## src/rtl/spim_pkg.sv

```systemverilog
package spim_pkg;
   localparam int EVB_STOPPED = 1;
   localparam int EVB_ENDRX   = 4;
   localparam int EVB_END     = 6;
   localparam int EVB_ENDTX   = 8;
   localparam int EVB_STARTED = 19;
   localparam logic [31:0] EV_MASK = (32'd1 << EVB_STOPPED) | (32'd1 << EVB_ENDRX) |
                                     (32'd1 << EVB_END) | (32'd1 << EVB_ENDTX) |
                                     (32'd1 << EVB_STARTED);
   localparam logic [3:0] ENABLE_ON = 4'd7;
   localparam int BYTE_W = 8;

   // position inside a byte of the k-th bit on the wire
   function automatic logic [2:0] bit_slot(input logic [2:0] k, input logic lsb_first);
      return lsb_first ? k : 3'd7 - k;
   endfunction
endpackage

```

## src/rtl/spim_rate_div.sv

```systemverilog
module spim_rate_div #(
   parameter int HALF_MIN = 1,
   parameter int CW       = $clog2(HALF_MIN * 64 + 1)
) (
   input  logic        clk,
   input  logic        rst_n,
   input  logic        run,
   input  logic [31:0] rate_code,
   output logic        tick
);
   localparam int NCODE   = 7;
   localparam int LOW_BIT = 25;
   localparam int DEF_SEL = 1;

   if (HALF_MIN < 1) begin : g_bad_half
      $error("spim_rate_div: HALF_MIN must be at least 1");
   end

   logic [CW-1:0] half_tbl [NCODE];
   logic [CW-1:0] half_sel;
   logic [CW-1:0] cnt_q;

   for (genvar g = 0; g < NCODE; g++) begin : g_tbl
      assign half_tbl[g] = CW'(HALF_MIN << (NCODE - 1 - g));
   end

   always_comb begin
      half_sel = half_tbl[DEF_SEL];
      for (int k = 0; k < NCODE; k++) begin
         if (rate_code == (32'd1 << (LOW_BIT + k))) half_sel = half_tbl[k];
      end
   end

   assign tick = run && (cnt_q >= half_sel - 1'b1);

   always_ff @(posedge clk or negedge rst_n) begin
      if (!rst_n)              cnt_q <= '0;
      else if (!run || tick)   cnt_q <= '0;
      else                     cnt_q <= cnt_q + 1'b1;
   end

   // the divider never runs past the slowest half period
   assert_cnt_bound_R3: assert property (@(posedge clk) disable iff (!rst_n)
      cnt_q < CW'(HALF_MIN * 64));
endmodule

```

## src/rtl/spim_shift_engine.sv

```systemverilog
module spim_shift_engine
   import spim_pkg::*;
#(
   parameter int CNT_W = 16
) (
   input  logic              clk,
   input  logic              rst_n,
   input  logic              start,
   input  logic              stop_req,
   input  logic              tick,
   input  logic [2:0]        mode,
   input  logic [BYTE_W-1:0] fill,
   input  logic [CNT_W-1:0]  tx_count,
   input  logic [CNT_W-1:0]  rx_count,
   input  logic [BYTE_W-1:0] tx_rd_data,
   input  logic              miso,
   output logic              busy,
   output logic              sck,
   output logic              mosi,
   output logic              tx_rd_en,
   output logic [CNT_W-1:0]  tx_rd_addr,
   output logic              rx_wr_en,
   output logic [CNT_W-1:0]  rx_wr_addr,
   output logic [BYTE_W-1:0] rx_wr_data,
   output logic [CNT_W-1:0]  tx_amount,
   output logic [CNT_W-1:0]  rx_amount,
   output logic              ev_started,
   output logic              ev_endtx,
   output logic              ev_endrx,
   output logic              ev_end,
   output logic              ev_stopped
);
   localparam logic [3:0] LAST_EDGE = 4'hF;

   logic              busy_q, order_q, cpha_q, cpol_q, stop_q, sck_q, mosi_q;
   logic [BYTE_W-1:0] fill_q, tx_byte_q, rx_byte_q, rx_next, ld_byte;
   logic [CNT_W-1:0]  txc_q, rxc_q, total_q, idx_q, total_in, ld_idx, ld_txc, idx_inc;
   logic [3:0]        edge_q;
   logic [2:0]        k;
   logic              start_go, lead, fin, stopping, last, load, sample;
   logic              ld_order, ld_cpha;

   assign total_in = (tx_count > rx_count) ? tx_count : rx_count;
   assign start_go = start && !busy_q;
   assign k        = edge_q[3:1];
   assign lead     = !edge_q[0];
   assign idx_inc  = idx_q + 1'b1;
   assign fin      = busy_q && tick && (edge_q == LAST_EDGE);
   assign stopping = stop_q || stop_req;
   assign last     = fin && ((idx_inc == total_q) || stopping);
   assign load     = (start_go && (total_in != '0)) || (fin && !last);
   assign ld_idx   = start_go ? '0 : idx_inc;
   assign ld_txc   = start_go ? tx_count : txc_q;
   assign ld_order = start_go ? mode[0] : order_q;
   assign ld_cpha  = start_go ? mode[1] : cpha_q;
   assign tx_rd_en   = load && (ld_idx < ld_txc);
   assign tx_rd_addr = ld_idx;
   assign ld_byte  = tx_rd_en ? tx_rd_data : (start_go ? fill : fill_q);
   // phase 0 samples on leading edges, phase 1 on trailing edges
   assign sample   = busy_q && tick && (lead != cpha_q);

   always_comb begin
      rx_next = rx_byte_q;
      if (sample) rx_next[bit_slot(k, order_q)] = miso;
   end

   always_ff @(posedge clk or negedge rst_n) begin
      if (!rst_n) begin
         busy_q <= 1'b0;  order_q <= 1'b0;  cpha_q <= 1'b0;  cpol_q <= 1'b0;
         stop_q <= 1'b0;  sck_q <= 1'b0;    mosi_q <= 1'b0;
         fill_q <= '0;    tx_byte_q <= '0;  rx_byte_q <= '0;
         txc_q <= '0;     rxc_q <= '0;      total_q <= '0;   idx_q <= '0;
         edge_q <= '0;    tx_amount <= '0;  rx_amount <= '0;
         rx_wr_en <= 1'b0; rx_wr_addr <= '0; rx_wr_data <= '0;
         ev_started <= 1'b0; ev_endtx <= 1'b0; ev_endrx <= 1'b0;
         ev_end <= 1'b0;     ev_stopped <= 1'b0;
      end else begin
         ev_started <= 1'b0; ev_endtx <= 1'b0; ev_endrx <= 1'b0;
         ev_end <= 1'b0;     ev_stopped <= 1'b0; rx_wr_en <= 1'b0;
         if (start_go) begin
            order_q <= mode[0];  cpha_q <= mode[1];  cpol_q <= mode[2];
            sck_q   <= mode[2];  fill_q <= fill;
            txc_q   <= tx_count; rxc_q <= rx_count; total_q <= total_in;
            idx_q   <= '0;       edge_q <= '0;
            tx_amount <= '0;     rx_amount <= '0;
            stop_q  <= stop_req;
            ev_started <= 1'b1;
            ev_endtx   <= (tx_count == '0);
            ev_endrx   <= (rx_count == '0);
            if (total_in == '0) begin
               ev_end     <= 1'b1;
               ev_stopped <= stop_req;
            end else begin
               busy_q <= 1'b1;
            end
         end else if (busy_q) begin
            if (stop_req) stop_q <= 1'b1;
            if (tick) begin
               sck_q     <= ~sck_q;
               edge_q    <= edge_q + 1'b1;
               rx_byte_q <= rx_next;
               if (lead && cpha_q)
                  mosi_q <= tx_byte_q[bit_slot(k, order_q)];
               if (!lead && !cpha_q && (k != 3'd7))
                  mosi_q <= tx_byte_q[bit_slot(k + 3'd1, order_q)];
               if (fin) begin
                  idx_q <= idx_inc;
                  if (idx_q < txc_q) tx_amount <= tx_amount + 1'b1;
                  if (idx_q < rxc_q) begin
                     rx_amount  <= rx_amount + 1'b1;
                     rx_wr_en   <= 1'b1;
                     rx_wr_addr <= idx_q;
                     rx_wr_data <= rx_next;
                  end
                  ev_endtx <= (idx_inc == txc_q);
                  ev_endrx <= (idx_inc == rxc_q);
                  if (last) begin
                     busy_q     <= 1'b0;
                     stop_q     <= 1'b0;
                     ev_end     <= (idx_inc == total_q);
                     ev_stopped <= stopping;
                  end
               end
            end
         end else if (stop_req) begin
            ev_stopped <= 1'b1;
         end
         if (load) begin
            tx_byte_q <= ld_byte;
            if (!ld_cpha) mosi_q <= ld_byte[bit_slot(3'd0, ld_order)];
         end
      end
   end

   assign busy = busy_q;
   assign sck  = busy_q ? sck_q : mode[2];
   assign mosi = mosi_q;

   // a finished or stopped transfer has toggled the clock back to idle
   assert_sck_idle_R2: assert property (@(posedge clk) disable iff (!rst_n)
      $fell(busy_q) |-> (sck_q == cpol_q));
   // the transfer ends only on a byte boundary
   assert_byte_boundary_R8: assert property (@(posedge clk) disable iff (!rst_n)
      $fell(busy_q) |-> (edge_q == 4'h0));
   // the byte index stays below the number of bytes to clock
   assert_idx_range_R4: assert property (@(posedge clk) disable iff (!rst_n)
      busy_q |-> (idx_q < total_q));
   // the amounts never exceed their counts
   assert_amount_bound_R6: assert property (@(posedge clk) disable iff (!rst_n)
      busy_q |-> ((tx_amount <= txc_q) && (rx_amount <= rxc_q)));
   // each receive write is counted in the amount
   assert_rx_amount_R5: assert property (@(posedge clk) disable iff (!rst_n)
      rx_wr_en |-> (rx_amount == rx_wr_addr + 1'b1));
endmodule

```

## src/rtl/spim_event_regs.sv

```systemverilog
module spim_event_regs
   import spim_pkg::*;
(
   input  logic        clk,
   input  logic        rst_n,
   input  logic [31:0] ev_pulse,
   input  logic [31:0] evt_clear,
   input  logic [31:0] inten_set,
   input  logic [31:0] inten_clr,
   output logic [31:0] flags,
   output logic [31:0] inten,
   output logic        irq
);
   for (genvar i = 0; i < 32; i++) begin : g_bit
      if (EV_MASK[i]) begin : g_live
         logic flag_q, en_q;
         always_ff @(posedge clk or negedge rst_n) begin
            if (!rst_n) begin
               flag_q <= 1'b0;
               en_q   <= 1'b0;
            end else begin
               if (ev_pulse[i])       flag_q <= 1'b1;
               else if (evt_clear[i]) flag_q <= 1'b0;
               if (inten_set[i])      en_q <= 1'b1;
               else if (inten_clr[i]) en_q <= 1'b0;
            end
         end
         assign flags[i] = flag_q;
         assign inten[i] = en_q;
      end else begin : g_tie
         assign flags[i] = 1'b0;
         assign inten[i] = 1'b0;
      end
   end

   assign irq = |(flags & inten);

   // a flag stays set until its clear bit is written
   assert_flag_sticky_R7: assert property (@(posedge clk) disable iff (!rst_n)
      1'b1 |=> ((flags & $past(flags & ~evt_clear)) == $past(flags & ~evt_clear)));
   // a set mask switches on every existing enable it names
   assert_inten_set_R10: assert property (@(posedge clk) disable iff (!rst_n)
      (inten_set != '0) |=> ((inten & $past(inten_set & EV_MASK)) == $past(inten_set & EV_MASK)));
endmodule

```

## src/rtl/spim_dual_count.sv

```systemverilog
module spim_dual_count
   import spim_pkg::*;
#(
   parameter int CNT_W    = 16,
   parameter int HALF_MIN = 1
) (
   input  logic              clk,
   input  logic              rst_n,
   input  logic [3:0]        cfg_enable,
   input  logic [2:0]        cfg_mode,
   input  logic [31:0]       cfg_rate,
   input  logic [7:0]        cfg_fill,
   input  logic [CNT_W-1:0]  tx_count,
   input  logic [CNT_W-1:0]  rx_count,
   input  logic              start_req,
   input  logic              stop_req,
   output logic              tx_rd_en,
   output logic [CNT_W-1:0]  tx_rd_addr,
   input  logic [7:0]        tx_rd_data,
   output logic              rx_wr_en,
   output logic [CNT_W-1:0]  rx_wr_addr,
   output logic [7:0]        rx_wr_data,
   output logic [CNT_W-1:0]  tx_amount,
   output logic [CNT_W-1:0]  rx_amount,
   input  logic [31:0]       evt_clear,
   input  logic [31:0]       inten_set,
   input  logic [31:0]       inten_clr,
   output logic [31:0]       evt_flags,
   output logic [31:0]       inten,
   output logic              irq,
   output logic              busy,
   output logic              sck,
   output logic              mosi,
   input  logic              miso
);
   if (CNT_W < 1 || CNT_W > 32) begin : g_bad_cnt
      $error("spim_dual_count: CNT_W must be 1 to 32");
   end

   logic        tick, start_ok;
   logic        ev_started, ev_endtx, ev_endrx, ev_end, ev_stopped;
   logic [31:0] ev_vec;

   assign start_ok = start_req && (cfg_enable == ENABLE_ON);

   spim_rate_div #(.HALF_MIN(HALF_MIN)) u_div (
      .clk(clk), .rst_n(rst_n), .run(busy), .rate_code(cfg_rate), .tick(tick));

   spim_shift_engine #(.CNT_W(CNT_W)) u_eng (
      .clk(clk), .rst_n(rst_n), .start(start_ok), .stop_req(stop_req), .tick(tick),
      .mode(cfg_mode), .fill(cfg_fill), .tx_count(tx_count), .rx_count(rx_count),
      .tx_rd_data(tx_rd_data), .miso(miso), .busy(busy), .sck(sck), .mosi(mosi),
      .tx_rd_en(tx_rd_en), .tx_rd_addr(tx_rd_addr), .rx_wr_en(rx_wr_en),
      .rx_wr_addr(rx_wr_addr), .rx_wr_data(rx_wr_data), .tx_amount(tx_amount),
      .rx_amount(rx_amount), .ev_started(ev_started), .ev_endtx(ev_endtx),
      .ev_endrx(ev_endrx), .ev_end(ev_end), .ev_stopped(ev_stopped));

   always_comb begin
      ev_vec              = '0;
      ev_vec[EVB_STARTED] = ev_started;
      ev_vec[EVB_ENDTX]   = ev_endtx;
      ev_vec[EVB_ENDRX]   = ev_endrx;
      ev_vec[EVB_END]     = ev_end;
      ev_vec[EVB_STOPPED] = ev_stopped;
   end

   spim_event_regs u_evt (
      .clk(clk), .rst_n(rst_n), .ev_pulse(ev_vec), .evt_clear(evt_clear),
      .inten_set(inten_set), .inten_clr(inten_clr), .flags(evt_flags),
      .inten(inten), .irq(irq));

   // a start request while not enabled leaves the block idle
   assert_start_gated_R9: assert property (@(posedge clk) disable iff (!rst_n)
      (start_req && (cfg_enable != ENABLE_ON) && !busy) |=> !busy);
endmodule

```

## config.mk

```make
export PLATFORM = sky130hd
export DESIGN_NAME = spim_dual_count
export DESIGN_NICKNAME = d
export VERILOG_FILES = /design/src/rtl/spim_pkg.sv /design/src/rtl/spim_rate_div.sv /design/src/rtl/spim_shift_engine.sv /design/src/rtl/spim_event_regs.sv /design/src/rtl/spim_dual_count.sv
export SDC_FILE = /design/constraint.sdc
export NUM_CORES = 1
export LEC_CHECK = 0
export ABC_AREA = 1
export CAP_MARGIN = 20
export CORE_MARGIN = 1.5
export CORE_UTILIZATION = 44
export DETAILED_ROUTE_END_ITERATION = 10
export GPL_TIMING_DRIVEN = 0
export PLACE_DENSITY = 0.88
export SETUP_SLACK_MARGIN = 0.1
export SYNTH_ARGS = -nofsm -noshare
export SYNTH_HDL_FRONTEND = slang
export SYNTH_SLANG_ARGS = --single-unit
```

## constraint.sdc

```tcl
create_clock -name clk -period 3.1 [get_ports clk]
set_input_delay 0.465 -clock clk [delete_from_list [all_inputs] [get_ports clk]]
set_output_delay 0.465 -clock clk [all_outputs]
set_load 0.02 [all_outputs]
```

Word-level counts from Yosys, hierarchy flattened. Cells that the tools add are included.

Mux-type cells: 115. $add $sub $neg: 9. Bitwise gates (word level): 3. Reductions and logical operators: 48. Eq/ne operators: 15. $lt $le $gt $ge: 9.

Operators by type and width (number): $mux W16 (17); $mux W1 (76); $mux W7 (8); $add A16 B1 Y16 const B (3); $eq A16 B16 Y1 (3); $logic_not A16 Y1 (3); $lt A16 B16 Y1 (3); $eq A32 B26 Y1 const B (1); $eq A32 B27 Y1 const B (1); $eq A32 B28 Y1 const B (1); $eq A32 B29 Y1 const B (1); $eq A32 B30 Y1 const B (1); $eq A32 B31 Y1 const B (1); $eq A32 B32 Y1 const B (1); $reduce_or A32 Y1 (1); $reduce_bool A2 Y1 (15); $mux W8 (3); $and A20 B20 Y20 (1); $gt A16 B16 Y1 (1); $reduce_bool A16 Y1 (1); $logic_and A1 B1 Y1 (14); $lt A3 B4 Y1 const B (3); $mux W4 (3); $bmux W1 S3 (3); 22 further kinds (34).

Logic and storage cells: 234. Register bits: 177. Input port bits: 188.

Longest topological paths before layout.
Depth in word-level cells: 23. Gate-level depth with buffers: 26. Mapped depth without buffers: 25.

Cells and area by module. A second synthesis with hierarchy kept.

Cell total of the unflattened synthesis: 1474. Area total of the unflattened synthesis: 11364.6 um^2.

Modules (own cells, without submodules): spim_shift_engine (instances 1, cells an instance 1242, seq. area each 4003.8 um^2, area an instance 9680.5 um^2); spim_event_regs (instances 1, cells an instance 106, seq. area each 250.2 um^2, area an instance 888.4 um^2); spim_rate_div (instances 1, cells an instance 121, seq. area each 175.2 um^2, area an instance 768.2 um^2); spim_dual_count (instances 1, cells an instance 5, seq. area each 0.0 um^2, area an instance 27.5 um^2).

Least setup slack after synthesis. OpenSTA, ideal clock, no wires.

Kind: input to register. From: input port cfg_rate[17]. To: register u_eng.rx_amount[4]. Required time: 2.968 ns. Arrival: 3.230 ns. Setup time: 0.132 ns. Stages: 21. Setup slack: -0.262 ns. Path through: nor4_1 nand2_1 nor4_1 nand4_1 a21oi_1 inv_1 nand2_1 ha_1 nand3_1 nor2_1 nand3_1 o2111ai_1 nand2_1 inv_2 nand4_4 inv_2 buf_4 nand2_2 buf_2 buf_1 o22ai_1.

Longest elaborated chain between the ends: 15.

RTL lines: start: declaration (line spim_dual_count.sv:11) `input logic [31:0] cfg_rate,`; $eq A32 B26 Y1 (line spim_rate_div.sv:30) `if (rate_code == (32'd1 << (LOW_BIT + k))) half_sel = half_tbl[k];`; $mux W7 (6 in series) (line spim_rate_div.sv:30); $mux W7 * (line spim_rate_div.sv:30); $sub A7 B1 Y7 * (line spim_rate_div.sv:34) `assign tick = run && (cnt_q >= half_sel - 1'b1);`; $ge A7 B7 Y1 * (line spim_rate_div.sv:34); $logic_and A1 B1 Y1 * (line spim_rate_div.sv:34); $logic_and A1 B1 Y1 (2 in series) (line spim_shift_engine.sv:48) `assign fin = busy_q && tick && (edge_q == LAST_EDGE);`; $reduce_bool A2 Y1 (no source line); $reduce_and A4 Y1 (no source line) *; end signal: assignment (line spim_shift_engine.sv:110) `rx_amount <= rx_amount + 1'b1;`; end: declaration (line spim_shift_engine.sv:26) `output logic [CNT_W-1:0] rx_amount,`.

Every way passes the cells marked *; elsewhere a longest branch is shown, timed or not. A chain may end at the register's enable or synchronous reset.

Final worst setup path.
From: register u_eng.idx_q[0]. To: output port tx_rd_en.

Longest elaborated chain between the ends: 8.

RTL lines: start: declaration (line spim_shift_engine.sv:37) `logic [CNT_W-1:0] txc_q, rxc_q, total_q, idx_q, total_in, ld_idx, ld_txc, idx_inc;`; start signal: assignment (line spim_shift_engine.sv:107) `idx_q <= idx_inc;`; $add A16 B1 Y16 * (line spim_shift_engine.sv:47) `assign idx_inc = idx_q + 1'b1;`; parallel branches: the longest is 6 deep, another holds $lt A16 B16 Y1; $logic_and A1 B1 Y1 * (line spim_shift_engine.sv:56) `assign tx_rd_en = load && (ld_idx < ld_txc);`; end: declaration (line spim_dual_count.sv:17) `output logic tx_rd_en,`.

Mark *: on every way between the ends.

==> out/metrics.cfg <==
[run_status]
status = finished with violations
violations = setup timing

[sta]
fin_crit_sh = 1.15
fin_skew_ns = 0.0134
setup_viol = 60
finalCriticalPeriod_ns = 3.58
fmax_mhz = 280
relSlewSlack = 0.427
setup_tns_ns = -7.34
tightest_slew_ns = 0.859
layout_setup_ws_ns = -0.477
rsz0062_at_grt = true
timing_hold_violations_final = 0
final_max_slew_viol_count = 0

[finish]
area_growth_pct = 47.9
nFillCells = 1864
drive_above_1_share = 0.253
diodes = 0
utilization = 0.667
finalNetCount = 2115
stdcell_count = 2191
finalInstanceArea_sq_um = 16900

[clock_network]
cts-htree-levels = 4
cts.sinks = 177
cts_made_buffers = 17
cts_root_buf = clkbuf_16
clk_pin_slew_worst_paths_ns = 0.08
ctsLongestPathBuffers = 2
clkLatencyLatePin_ns = 0.44
cts_tree = built

[global_routing]
grt_pass1_vias = 11200
grt_max_degree = 111
grtUsageTotal = 0.280
grt_pass1_wl_mm = 58.1
antenna_found_initial = 0
overflow = 0

[detailed_routing]
wire_per_inst_um = 18.3
post-route-drc-count = 0
via_count = 11900
drt_iter0_drc = 1254
antenna_left = 0
finalWirelength_mm = 40.1
vias_per_cell = 5.45
firstDrtPassIters = 8

[logic_synthesis]
yosys.area.top_type = dfrtp_1
synth_area_leaders = dfrtp_1, nand2_1, ha_1
synth_edf_count = 0
syn_area_sq_um = 11400
async_reset_ff_frac = 1.00
ys_warn_count = 0
ys_types = 58
synth.avg_cell_area_sq_um = 7.69
syn_inst = 1485
post-synth-top-count-cell = nand2_1
ys_ff_latch = 177
synth_top_area_share = 0.388
synthTopCellsByCount = nand2_1, inv_1, dfrtp_1
synth_ff_type = dfrtp_1
ys_seq_area_frac = 0.388

[die]
die_area_sq_um = 26900
die_x_um = 164
io_pins = 330
core_area_sq_um = 25300
rows = 58
die-height_um = 164
initial_utilization = 0.451

[worst_setup_path]
cp_slowest_stage_delay_ns = 0.37
arrival_ns = 3.11
criticalPathCategory = flop to output pin
cpMostUsedCell = nand2_4
crit_slowest_cell = dfrtp_1
crit_chain = buf_6, ha_4, nand2_4, nor2_4, nand2_4, nor2_4, nand2_4, o21ai_4, nand2_4, nor2_4, ha_4, nand4_1, nor3_2, nand2_2, nand2_4, inv_4, nand2_4, inv_2, buf_6
path_max_fanout = 3
start_kind = flop
endpoint_kind = output pin
required_ns = 2.63

[flow_run]
drv_cap = 0

[placed_design]
dp.cells = 2063
placed_area_sq_um = 14200
gp_congestion = 0.970
hpwl_mm = 27.3
portBuffers = 194

[power]
design_power_total_mw = 11.7
p_leak_nw = 8.36
ir_worst_vdd_mv = 0.455
power_density_nw_per_um2 = 693

[worst_hold_path]
hp-class = input pin to flop

[state kept, by name, summed over array words and instances (netlist names), 4 cells and up]
register and flops:
u_div.cnt_q 7, u_eng.edge_q 4, u_eng.fill_q 8, u_eng.idx_q 16, u_eng.rx_amount 16, u_eng.rx_byte_q 8
u_eng.rx_wr_addr 16, u_eng.rx_wr_data 8, u_eng.rxc_q 16, u_eng.total_q 16, u_eng.tx_amount 16, u_eng.tx_byte_q 8
u_eng.txc_q 16, u_evt.g_bit.g_live.en_q 5, u_evt.g_bit.g_live.flag_q 5
[repair_timing]
| item | CTS | global route |
|---|---|---|
| endpoints found under the setup margin | 126 | 106 |
| hold buffers | 1 | 0 |
| pin swaps | 68 | 80 |
| setup buffers | 54 | 33 |
| endpoints found under the hold margin | 4 | 0 |
| resized for setup | 271 | 205 |
| gates cloned | 8 | 2 |
[through the flow]
stage	hold WS [ns]	setup WS [ns]
after global routing	0.371	-0.561
after floorplan	0.169	-0.0244
after CTS	0.445	-0.452
after detailed placement	0.428	-2.15
after global placement	0.425	-5.72
final	0.357	-0.477
[routing by layer]
metal  global-route usage  routed length [um]  up-vias
met5                    0                   0        -
met4                0.110                1890        0
met3               0.0571                3730      159
met2                0.479               19500      659
met1                0.344               15000     5645
li1                     -                   -     5470
[worst max-delay path, delay by kind of cell (launching register included)]
kind / cells / cell delay, ns
AOI/OAI and AO/OA: 1 / 0.24
adders and majority gates: 2 / 0.28
buffers and inverters: 4 / 0.31
DFF: 1 / 0.37
and+or+nand+nor: 12 / 1.47
[placed cells by master (no fill, tap or decap), drive strengths merged, types with 25 or more instances in the layout]
master / instances
clkbuf: 53
buf: 177
nand2: 359
nand3: 71
xor2: 37
nor3: 41
nor2: 117
dfrtp: 177
dlygate4sd2: 25
inv: 216
clkdlybuf4s50: 118
a21oi: 56
o21ai: 114
ha: 79
conb: 55
[power by group]
group	switching, mW	total [mW]	internal [mW]
clock network	1.05	2.20	1.15
logic	3.73	6.16	2.43
registers	0.535	3.36	2.82
[cell families after synthesis]
logic type	after synthesis	share of synthesized area
simple gates	648	0.252
buf+inv	309	0.125
xor+xnor	37	0.0297
fa+ha+maj	79	0.0865
other cells	2	0.000657
flops	177	0.388
compound gates	232	0.117
mux	1	0.000985
[area by class of cell]
cell class	instances	area, sq um	share of cell area
buffer	100	922	0.0546
timing repair inverter	1	8.76	0.000518
tap	330	413	0.0244
multi-input combinational	1052	6810	0.403
sequential	177	4440	0.263
timing repair buffer	290	2910	0.172
clock inverter	15	165	0.00977
clock buffer	17	425	0.0252
inverter	209	815	0.0482
[path summary, 6_finish.rpt]
kind / depth (start not counted) / from / end / slack [ns]
max in group asynchronous: 3 / rst_n / u_eng.rxc_q[6]$_DFFE_PN0P_ / 1.62
worst min-delay path: 3 / rx_count[4] / u_eng.rxc_q[4]$_DFFE_PN0P_ / 0.36
worst min register to register: 1 / u_eng.ev_end$_DFF_PN0_ / u_evt.g_bit[6].g_live.flag_q$_DFFE_PN0P_ / 0.44
worst max-delay path: 19 / u_eng.idx_q[0]$_DFFE_PN0P_ / tx_rd_en / -0.48
worst max register to register: 19 / u_eng.idx_q[0]$_DFFE_PN0P_ / u_eng.tx_byte_q[1]$_DFFE_PN0P_ / -0.10
min in group asynchronous: 2 / rst_n / u_eng.rx_wr_data[0]$_DFFE_PN0P_ / 0.56
(Power assumes the default switching activity.)
